<file path="src/rtl/adc_spi_capture_pkg.sv">
package adc_spi_capture_pkg;

  typedef enum logic [1:0] {
    ST_IDLE  = 2'd0,
    ST_WAIT  = 2'd1,
    ST_SHIFT = 2'd2,
    ST_DONE  = 2'd3
  } seq_state_e;

  // true when a counter at value cur has reached the last step of a span of n
  function automatic logic at_last(input int unsigned cur, input int unsigned n);
    return (cur == n - 1);
  endfunction

  // modulo-n increment used by all wrapping counters
  function automatic int unsigned step_mod(input int unsigned cur, input int unsigned n);
    return (cur == n - 1) ? 0 : cur + 1;
  endfunction

endpackage

</file>
<file path="src/rtl/adc_spi_edge_gen.sv">
module adc_spi_edge_gen #(
  parameter int unsigned HALF_DIV = 8
) (
  input  logic clk,
  input  logic rst,
  output logic rise_stb,
  output logic fall_stb
);
  import adc_spi_capture_pkg::*;

  localparam int unsigned DCW = (HALF_DIV > 2) ? $clog2(HALF_DIV) : 1;

  logic [DCW-1:0] div_q;
  logic           phase_q;
  logic           wrap;

  assign wrap     = at_last(int'(div_q), HALF_DIV);
  assign rise_stb = wrap & ~phase_q;
  assign fall_stb = wrap &  phase_q;

  always_ff @(posedge clk) begin
    if (rst) begin
      div_q   <= '0;
      phase_q <= 1'b0;
    end else begin
      div_q <= DCW'(step_mod(int'(div_q), HALF_DIV));
      if (wrap) phase_q <= ~phase_q;
    end
  end
endmodule

</file>
<file path="src/rtl/adc_spi_sequencer.sv">
module adc_spi_sequencer #(
  parameter int unsigned WAIT_CYCLES = 5,
  parameter int unsigned FRAME_BITS  = 16
) (
  input  logic clk,
  input  logic rst,
  input  logic start,
  input  logic rise_stb,
  input  logic fall_stb,
  output logic conv_en,
  output logic sclk,
  output logic busy,
  output logic sample_take,
  output logic frame_last
);
  import adc_spi_capture_pkg::*;

  localparam int unsigned WCW = $clog2(WAIT_CYCLES + 1);
  localparam int unsigned BCW = $clog2(FRAME_BITS + 1);

  seq_state_e     state_q, state_n;
  logic           en_q, en_n;
  logic           sclk_q;
  logic [WCW-1:0] wcnt_q, wcnt_n;
  logic [BCW-1:0] bcnt_q, bcnt_n;

  always_comb begin
    state_n     = state_q;
    en_n        = en_q;
    wcnt_n      = wcnt_q;
    bcnt_n      = bcnt_q;
    sample_take = 1'b0;
    frame_last  = 1'b0;
    unique case (state_q)
      ST_IDLE: begin
        if (start) state_n = ST_WAIT;
      end
      ST_WAIT: begin
        if (rise_stb) begin
          if (!en_q) begin
            en_n   = 1'b1;
            wcnt_n = '0;
          end else if (at_last(int'(wcnt_q), WAIT_CYCLES)) begin
            state_n = ST_SHIFT;
            bcnt_n  = '0;
          end else begin
            wcnt_n = wcnt_q + 1'b1;
          end
        end
      end
      ST_SHIFT: begin
        if (fall_stb) begin
          sample_take = 1'b1;
          if (at_last(int'(bcnt_q), FRAME_BITS)) begin
            frame_last = 1'b1;
            state_n    = ST_DONE;
          end else begin
            bcnt_n = bcnt_q + 1'b1;
          end
        end
      end
      ST_DONE: begin
        if (rise_stb) begin
          en_n    = 1'b0;
          state_n = ST_IDLE;
        end
      end
      default: state_n = ST_IDLE;
    endcase
  end

  always_ff @(posedge clk) begin
    if (rst) begin
      state_q <= ST_IDLE;
      en_q    <= 1'b0;
      sclk_q  <= 1'b0;
      wcnt_q  <= '0;
      bcnt_q  <= '0;
    end else begin
      state_q <= state_n;
      en_q    <= en_n;
      wcnt_q  <= wcnt_n;
      bcnt_q  <= bcnt_n;
      if (rise_stb)      sclk_q <= en_n;
      else if (fall_stb) sclk_q <= 1'b0;
    end
  end

  assign conv_en = en_q;
  assign sclk    = sclk_q;
  assign busy    = (state_q != ST_IDLE);
endmodule

</file>
<file path="src/rtl/adc_spi_shifter.sv">
module adc_spi_shifter #(
  parameter int unsigned FRAME_BITS = 16
) (
  input  logic                  clk,
  input  logic                  rst,
  input  logic                  sample_take,
  input  logic                  frame_last,
  input  logic                  miso,
  output logic [FRAME_BITS-1:0] data,
  output logic                  valid
);
  logic [FRAME_BITS-1:0] sh_q;
  logic [FRAME_BITS-1:0] sh_n;
  logic [FRAME_BITS-1:0] out_q;
  logic                  vld_q;

  assign sh_n = {sh_q[FRAME_BITS-2:0], miso};

  always_ff @(posedge clk) begin
    if (rst) begin
      sh_q  <= '0;
      out_q <= '0;
      vld_q <= 1'b0;
    end else begin
      vld_q <= 1'b0;
      if (sample_take) sh_q <= sh_n;
      if (sample_take && frame_last) begin
        out_q <= sh_n;
        vld_q <= 1'b1;
      end
    end
  end

  assign data  = out_q;
  assign valid = vld_q;
endmodule

</file>
<file path="src/rtl/adc_spi_capture.sv">
module adc_spi_capture #(
  parameter int unsigned HALF_DIV    = 8,
  parameter int unsigned WAIT_CYCLES = 5,
  parameter int unsigned FRAME_BITS  = 16
) (
  input  logic                  clk,
  input  logic                  rst,
  input  logic                  start_i,
  input  logic                  miso_i,
  output logic                  sclk_o,
  output logic                  conv_en_o,
  output logic                  busy_o,
  output logic [FRAME_BITS-1:0] data_o,
  output logic                  valid_o
);
  logic rise_stb;
  logic fall_stb;
  logic sample_take;
  logic frame_last;

  adc_spi_edge_gen #(.HALF_DIV(HALF_DIV)) u_edge (
    .clk      (clk),
    .rst      (rst),
    .rise_stb (rise_stb),
    .fall_stb (fall_stb)
  );

  adc_spi_sequencer #(.WAIT_CYCLES(WAIT_CYCLES), .FRAME_BITS(FRAME_BITS)) u_seq (
    .clk         (clk),
    .rst         (rst),
    .start       (start_i),
    .rise_stb    (rise_stb),
    .fall_stb    (fall_stb),
    .conv_en     (conv_en_o),
    .sclk        (sclk_o),
    .busy        (busy_o),
    .sample_take (sample_take),
    .frame_last  (frame_last)
  );

  adc_spi_shifter #(.FRAME_BITS(FRAME_BITS)) u_shift (
    .clk         (clk),
    .rst         (rst),
    .sample_take (sample_take),
    .frame_last  (frame_last),
    .miso        (miso_i),
    .data        (data_o),
    .valid       (valid_o)
  );
endmodule

</file>
<file path="config.mk">
export PLATFORM = sky130hd
export DESIGN_NAME = adc_spi_capture
export DESIGN_NICKNAME = d
export VERILOG_FILES = /design/src/rtl/adc_spi_capture_pkg.sv /design/src/rtl/adc_spi_edge_gen.sv /design/src/rtl/adc_spi_sequencer.sv /design/src/rtl/adc_spi_shifter.sv /design/src/rtl/adc_spi_capture.sv
export SDC_FILE = /design/constraint.sdc
export NUM_CORES = 1
export LEC_CHECK = 0
export BUFFER_PORTS_ARGS = -buffer_cell sky130_fd_sc_hd__clkbuf_2
export CORE_ASPECT_RATIO = 1.5
export CORE_MARGIN = 5
export CORE_UTILIZATION = 45
export DETAILED_ROUTE_END_ITERATION = 16
export SLEW_MARGIN = 30
export SYNTH_ARGS = -nofsm -noshare
export SYNTH_HDL_FRONTEND = slang
export SYNTH_SLANG_ARGS = --single-unit
</file>
<file path="constraint.sdc">
create_clock -name clk -period 2.9 [get_ports clk]
set_input_delay 0.29 -clock clk [delete_from_list [all_inputs] [get_ports clk]]
set_output_delay 0.29 -clock clk [all_outputs]
set_load 0.01 [all_outputs]
</file>
## Word level (Yosys, flattened, before mapping)

Index checks and enable logic that the tools add are counted.

- Add/subtract/negate cells: 3
- Equality and inequality tests: 15
- Multiplexer cells: 27
- Bitwise gates (word level): 3
- Reduce and logical (&&, ||, !) cells: 9

Operator list:

| kind | count |
|---|---|
| 2-to-1 mux 5 bit | 5 |
| 2-to-1 mux 2 bit | 7 |
| != test 2 bit (second input constant) | 6 |
| 2-to-1 mux 1 bit | 10 |
| case mux 5 bit (2 select lines) | 1 |
| case mux 2 bit (4 select lines) | 1 |
| AND reduction 7 bit | 1 |
| adder 3 x 1 -> 3 bit (second input constant) | 2 |
| equality test 3 bit (second input constant) | 2 |
| 2-to-1 mux 3 bit | 2 |
| != test 2 x 1 -> 1 bit (second input constant) | 3 |
| AND reduction 6 bit | 1 |
| nonzero test 2 bit | 3 |
| adder 5 x 1 -> 5 bit (second input constant) | 1 |
| equality test 5 x 4 -> 1 bit (second input constant) | 1 |
| equality test 2 bit (second input constant) | 2 |
| AND reduction 3 bit | 1 |
| AND 1 bit | 2 |
| equality test 2 x 1 -> 1 bit (second input constant) | 1 |
| logical NOT 2 bit | 1 |
| case mux 1 bit (2 select lines) | 1 |
| OR reduction 2 bit | 1 |
| logical AND 1 bit | 1 |
| NOT 1 bit | 1 |

- Flip-flop bits (word level): 48
- Input bits: 4
- Output and inout port bits: 20
- Logic and storage cells: 67

## Longest topological paths before layout

- Depth in word-level cells: 6
- Mapped depth: 9
- Depth with buffers taken out: 7

## Cells and area by module

Synthesis repeated with hierarchy kept, for this count alone.

- Cell total of the unflattened synthesis: 221
- Area, all modules: 2170.8 µm²

By module, submodules not included:

| module | instances | cells an instance | area an instance (µm²) | seq. area each (µm²) |
|---|---|---|---|---|
| adc_spi_shifter | 1 | 124 | 1265.0 | 640.6 |
| adc_spi_sequencer | 1 | 84 | 754.5 | 240.2 |
| adc_spi_edge_gen | 1 | 13 | 151.4 | 80.1 |

## Worst setup path after synthesis

Ideal clock, no wire load.

- Path type: reg2reg
- Start: reg u_seq.bcnt_q[0]
- End: reg u_seq.bcnt_q[1]
- Setup time: 0.117 ns
- Arrival: 1.556 ns
- Required time: 2.783 ns
- Slack: 1.226 ns
- Cell stages (with the launch flop): 7
- Buffers on the path: 0
- Clock period less this slack: 1.674 ns
- Cell sequence: dfxtp_1 ha_1 and3_1 ha_1 o32ai_4 mux2i_1 nor2_1

- Cells in the longest elaborated chain, start to end: 4
- Elaborated cells on any way between the ends: 7
- Those cells by class: add/sub (1); eq/ne (2); mux (3); reduce/logical (1)

Ends and longest elaborated chain:

| what | line | text |
|---|---|---|
| start: declaration | adc_spi_sequencer.sv:25 | `logic [BCW-1:0] bcnt_q, bcnt_n;` |
| start signal: assignment | adc_spi_sequencer.sv:83 | `bcnt_q <= bcnt_n;` |
| adder 5 x 1 -> 5 bit | adc_spi_sequencer.sv:58 | `bcnt_n = bcnt_q + 1'b1;` |
| 2-to-1 mux 5 bit | adc_spi_sequencer.sv:54 | `if (at_last(int'(bcnt_q), FRAME_BITS)) begin` |
| 2-to-1 mux 5 bit | adc_spi_sequencer.sv:52 | `if (fall_stb) begin` |
| case mux 5 bit (2 select lines) | adc_spi_sequencer.sv:34 | `unique case (state_q)` |

Parallel ways exist; a longest one is shown, timed or not. The select of a mux whose other input is x is not followed.
A chain may end at the register's enable or synchronous reset.

## Worst setup path after layout

- Start: reg u_edge.div_q[0]
- End: reg u_shift.out_q[1], in the netlist u_shift.data[1]

- Cells in the longest elaborated chain, start to end: 5
- Elaborated cells on any way between the ends: 7
- Those cells by class: eq/ne (1); mux (4); bitwise (1); reduce/logical (1)

Ends and longest elaborated chain:

| what | line | text |
|---|---|---|
| start: declaration | adc_spi_edge_gen.sv:13 | `logic [DCW-1:0] div_q;` |
| start signal: assignment | adc_spi_edge_gen.sv:26 | `div_q <= DCW'(step_mod(int'(div_q), HALF_DIV));` |
| equality test 3 bit * | adc_spi_capture_pkg.sv:12 | `return (cur == n - 1);` |
| AND 1 bit * | adc_spi_edge_gen.sv:19 | `assign fall_stb = wrap & phase_q;` |
| 2-to-1 mux 1 bit | adc_spi_sequencer.sv:52 |  |
| 2-to-1 mux 1 bit | adc_spi_sequencer.sv:34 |  |
| logical AND 1 bit * | adc_spi_shifter.sv:27 | `if (sample_take && frame_last) begin` |
| end signal: assignment | adc_spi_shifter.sv:28 | `out_q <= sh_n;` |
| end: declaration | adc_spi_shifter.sv:14 | `logic [FRAME_BITS-1:0] out_q;` |

Mark *: on every way between the ends. The rest lies on a longest branch, timed or not.

==> flow_summary_export.csv <==
group,metric,value,unit
outcome,status,"finished, final reports clean",
clock_network,insertion_delay,300,ps
yosys,avgSynthCellArea,9.83,sq um
yosys,ys_warn_count,0,
global_routing,grt_max_degree,34,
timing,clock.fmax,0.489,GHz
routing,vias,1421,
critical_path,r2r_end,"u_shift.data[1]",
yosys,synth_seq_area_share,48.9,%
floorplan,start_util,46.3,%
floorplan,core_area,4250,sq um
critical_path,crit_family,"compound AO/OA/AOI/OAI gates",
timing,tightest_slew,710,ps
critical_path,critPathSlowestCell,"a21oi_2",
routing,viasPerCell,5.28,
routing,antenna_left,0,
timing,fin_setup_tns,0,ps
clock_network,cts_root_buffer,"clkbuf_8",
timing,fin_skew,7.04,ps
final_layout,drive_gt1_share,18.4,%
clock_network,cts-buffers-inserted,5,
clock_network,cts_tree,"yes",
global_routing,grt_pass1_wl,6230,microns
placed_design,port_buffers,23,
global_routing,track_usage,13.2,%
timing,hold_viol,0,
routing,first_pass_iters,6,
yosys,syn_nets,215,
floorplan,placementRows,29,
final_layout,final_cell_mix,"dfxtp_1 (48), nand2_1 (36), clkbuf_2 (23)",
clock_network,postCtsHoldBufs,0,
timing,max-slew-margin-rel,52.6,%
critical_path,path_cells,"ha_1 > ha_1 > and3_4 > a21oi_2 > a22o_1",
routing,drc,0,
routing,drt_iter0_drc,38,
critical_path,crit_fanout,20,
clock_network,h-tree-depth,2,
power_and_ir_drop,vdd_drop_max,0.362,mV
critical_path,reg2reg_from,"u_edge.div_q[0]",
power_and_ir_drop,leakagePower,0.000876,uW
critical_path,crit_top_cell,"ha_1",
placed_design,gp_congestion,0.774,
global_routing,grt_pass1_vias,1407,
critical_path,required,3140,ps
clock_network,clockBufferDepth,2,
power_and_ir_drop,power_density,622,nW/um^2
timing,rsz0062_at_grt,"false",
final_layout,fill_cells,398,
critical_path,cp-start-kind,"flip-flop",
final_layout,n_antenna_cell,0,
final_layout,area.growth.synth_to_final,12.2,%
hold_path,whs_path_depth,2,
timing,min_period_over_period,70.4,%
final_layout,layout.nets,237,
yosys,synth_flop_cell,"dfxtp_1",
clock_network,clk_pin_slew_worst_paths,90,ps
floorplan,fp.dieArea,5820,sq um
hold_path,min-delay-start,"miso_i",
timing,setup_slack,857,ps
yosys,synth_area,1970,sq um
critical_path,cp-end-kind,"flip-flop",
timing,slew_viol_final,0,
hold_path,holdCritPathClass,"in -> reg",
global_routing,antenna_found_initial,0,
placed_design,pre_cts_ws,870,ps
floorplan,die_x,64.0,microns
routing,wl_per_cell,13.5,microns
critical_path,crit_buf_inv,0,
yosys,ys_ff_latch,48,
floorplan,pin_count,24,
global_routing,grt.overflow.total,0,
critical_path,cp_num_cells,5,
critical_path,reg2reg_slack,860,ps
critical_path,reg2regPathDepth,5,
yosys,synth_edf_count,0,
floorplan,die_h,91.0,microns
hold_path,hold-path-endpoint,"u_shift.data[0]",
clock_network,cts_setup_buffers,0,
final_layout,final_common_cell,"dfxtp_1",
clock_network,postCtsResizedCells,0,
placed_design,hpwl,2600,microns
routing,wl,3620,microns
critical_path,crit_arrival,2280,ps
yosys,synth.distinct_cells,41,
yosys,synth_async_sr_flop_share,0,%
flow_run,cap_violations,0,
yosys,synthCells,200,
clock_network,cts_sinks,48,
timing,min_period,2040,ps
critical_path,max_stage_delay,580,ps
critical_path,path_class,"reg -> reg",
timing,finalSetupViolations,0,
-- cells by family after synthesis --
group / Yosys count / share of synthesized area [%]
mux: 5 / 2.61
buf+inv: 17 / 4.71
simple gates: 72 / 19.5
fa+ha+maj: 11 / 7.00
flops: 48 / 48.9
compound gates: 45 / 16.4
xor+xnor: 2 / 0.891
-- Yosys cell counts (2+ instances only) --
cell	instances	area, sq um
a22o_1	15	131
or2b_1	2	15.0
nand2b_1	4	25.0
nand4_1	2	12.5
nand2_1	36	135
buf_2	5	25.0
and2_1	3	18.8
nor3_1	3	15.0
dfxtp_1	48	961
a21oi_1	22	110
inv_1	8	30.0
nand3_1	4	20.0
nand3b_1	2	15.0
mux2i_1	4	40.0
ha_1	11	138
nor2_1	6	22.5
-- stage by stage --
stage               cells  total power [uW]  hold WS [ps]  util, %  area [sq um]
floorplan             200               836           371        -          1970
CTS                   269              1390           206     52.0          2210
finish                269              1370           212     52.0          2210
global placement      261               874           410     49.1          2080
detailed placement    261               888           434     49.1          2080
global route          269              1440           226     52.0          2210
-- per-layer routing --
layer / part of all wire [%] / vias to the layer above / track usage (%) / wire (microns)
li1: - / 742 / - / -
met1: 43 / 650 / 14.2 / 1550
met2: 51 / 23 / 23.2 / 1850
met3: 4.0 / 6 / 3.70 / 145
met4: 2.0 / 0 / 6.07 / 74
met5: 0 / - / 0 / 0
-- report_power, final --
part	internal [uW]	leakage (uW)	switching, uW
combinational	73.6	0.000428	107
sequential	675	0.000387	13.1
clock	282	0.0000614	222
-- area by class of cell --
type	instances	area, sq um	share of cell area, %
Inverter	8	30.0	1.36
Clock buffer	6	82.6	3.74
Tap cell	46	57.6	2.61
Timing Repair Buffer	24	123	5.56
Clock inverter	2	38.8	1.76
Multi-Input combinational cell	135	913	41.4
Sequential cell	48	961	43.6
-- how the worst max path moves through the flow --
stage / start / slack (ps) / end
global placement: u_seq.bcnt_q[0] / 930 / u_shift.data[1]
detailed placement: u_edge.div_q[0] / 870 / u_seq.bcnt_q[1]
global route: u_edge.div_q[0] / 660 / u_seq.bcnt_q[4]
finish: u_edge.div_q[0] / 860 / u_shift.data[1]
CTS: u_edge.div_q[0] / 850 / u_seq.bcnt_q[1]
floorplan: u_seq.bcnt_q[0] / 1230 / u_seq.bcnt_q[1]
-- state kept, by name (all words and copies together) (netlist names), 2 cells and up --
name           count
u_shift.sh_q      15
u_seq.state_q      2
u_shift.data      16
u_seq.wcnt_q       3
u_edge.div_q       3
u_seq.bcnt_q       5
Note: power is estimated with default switching activity, not from simulation.
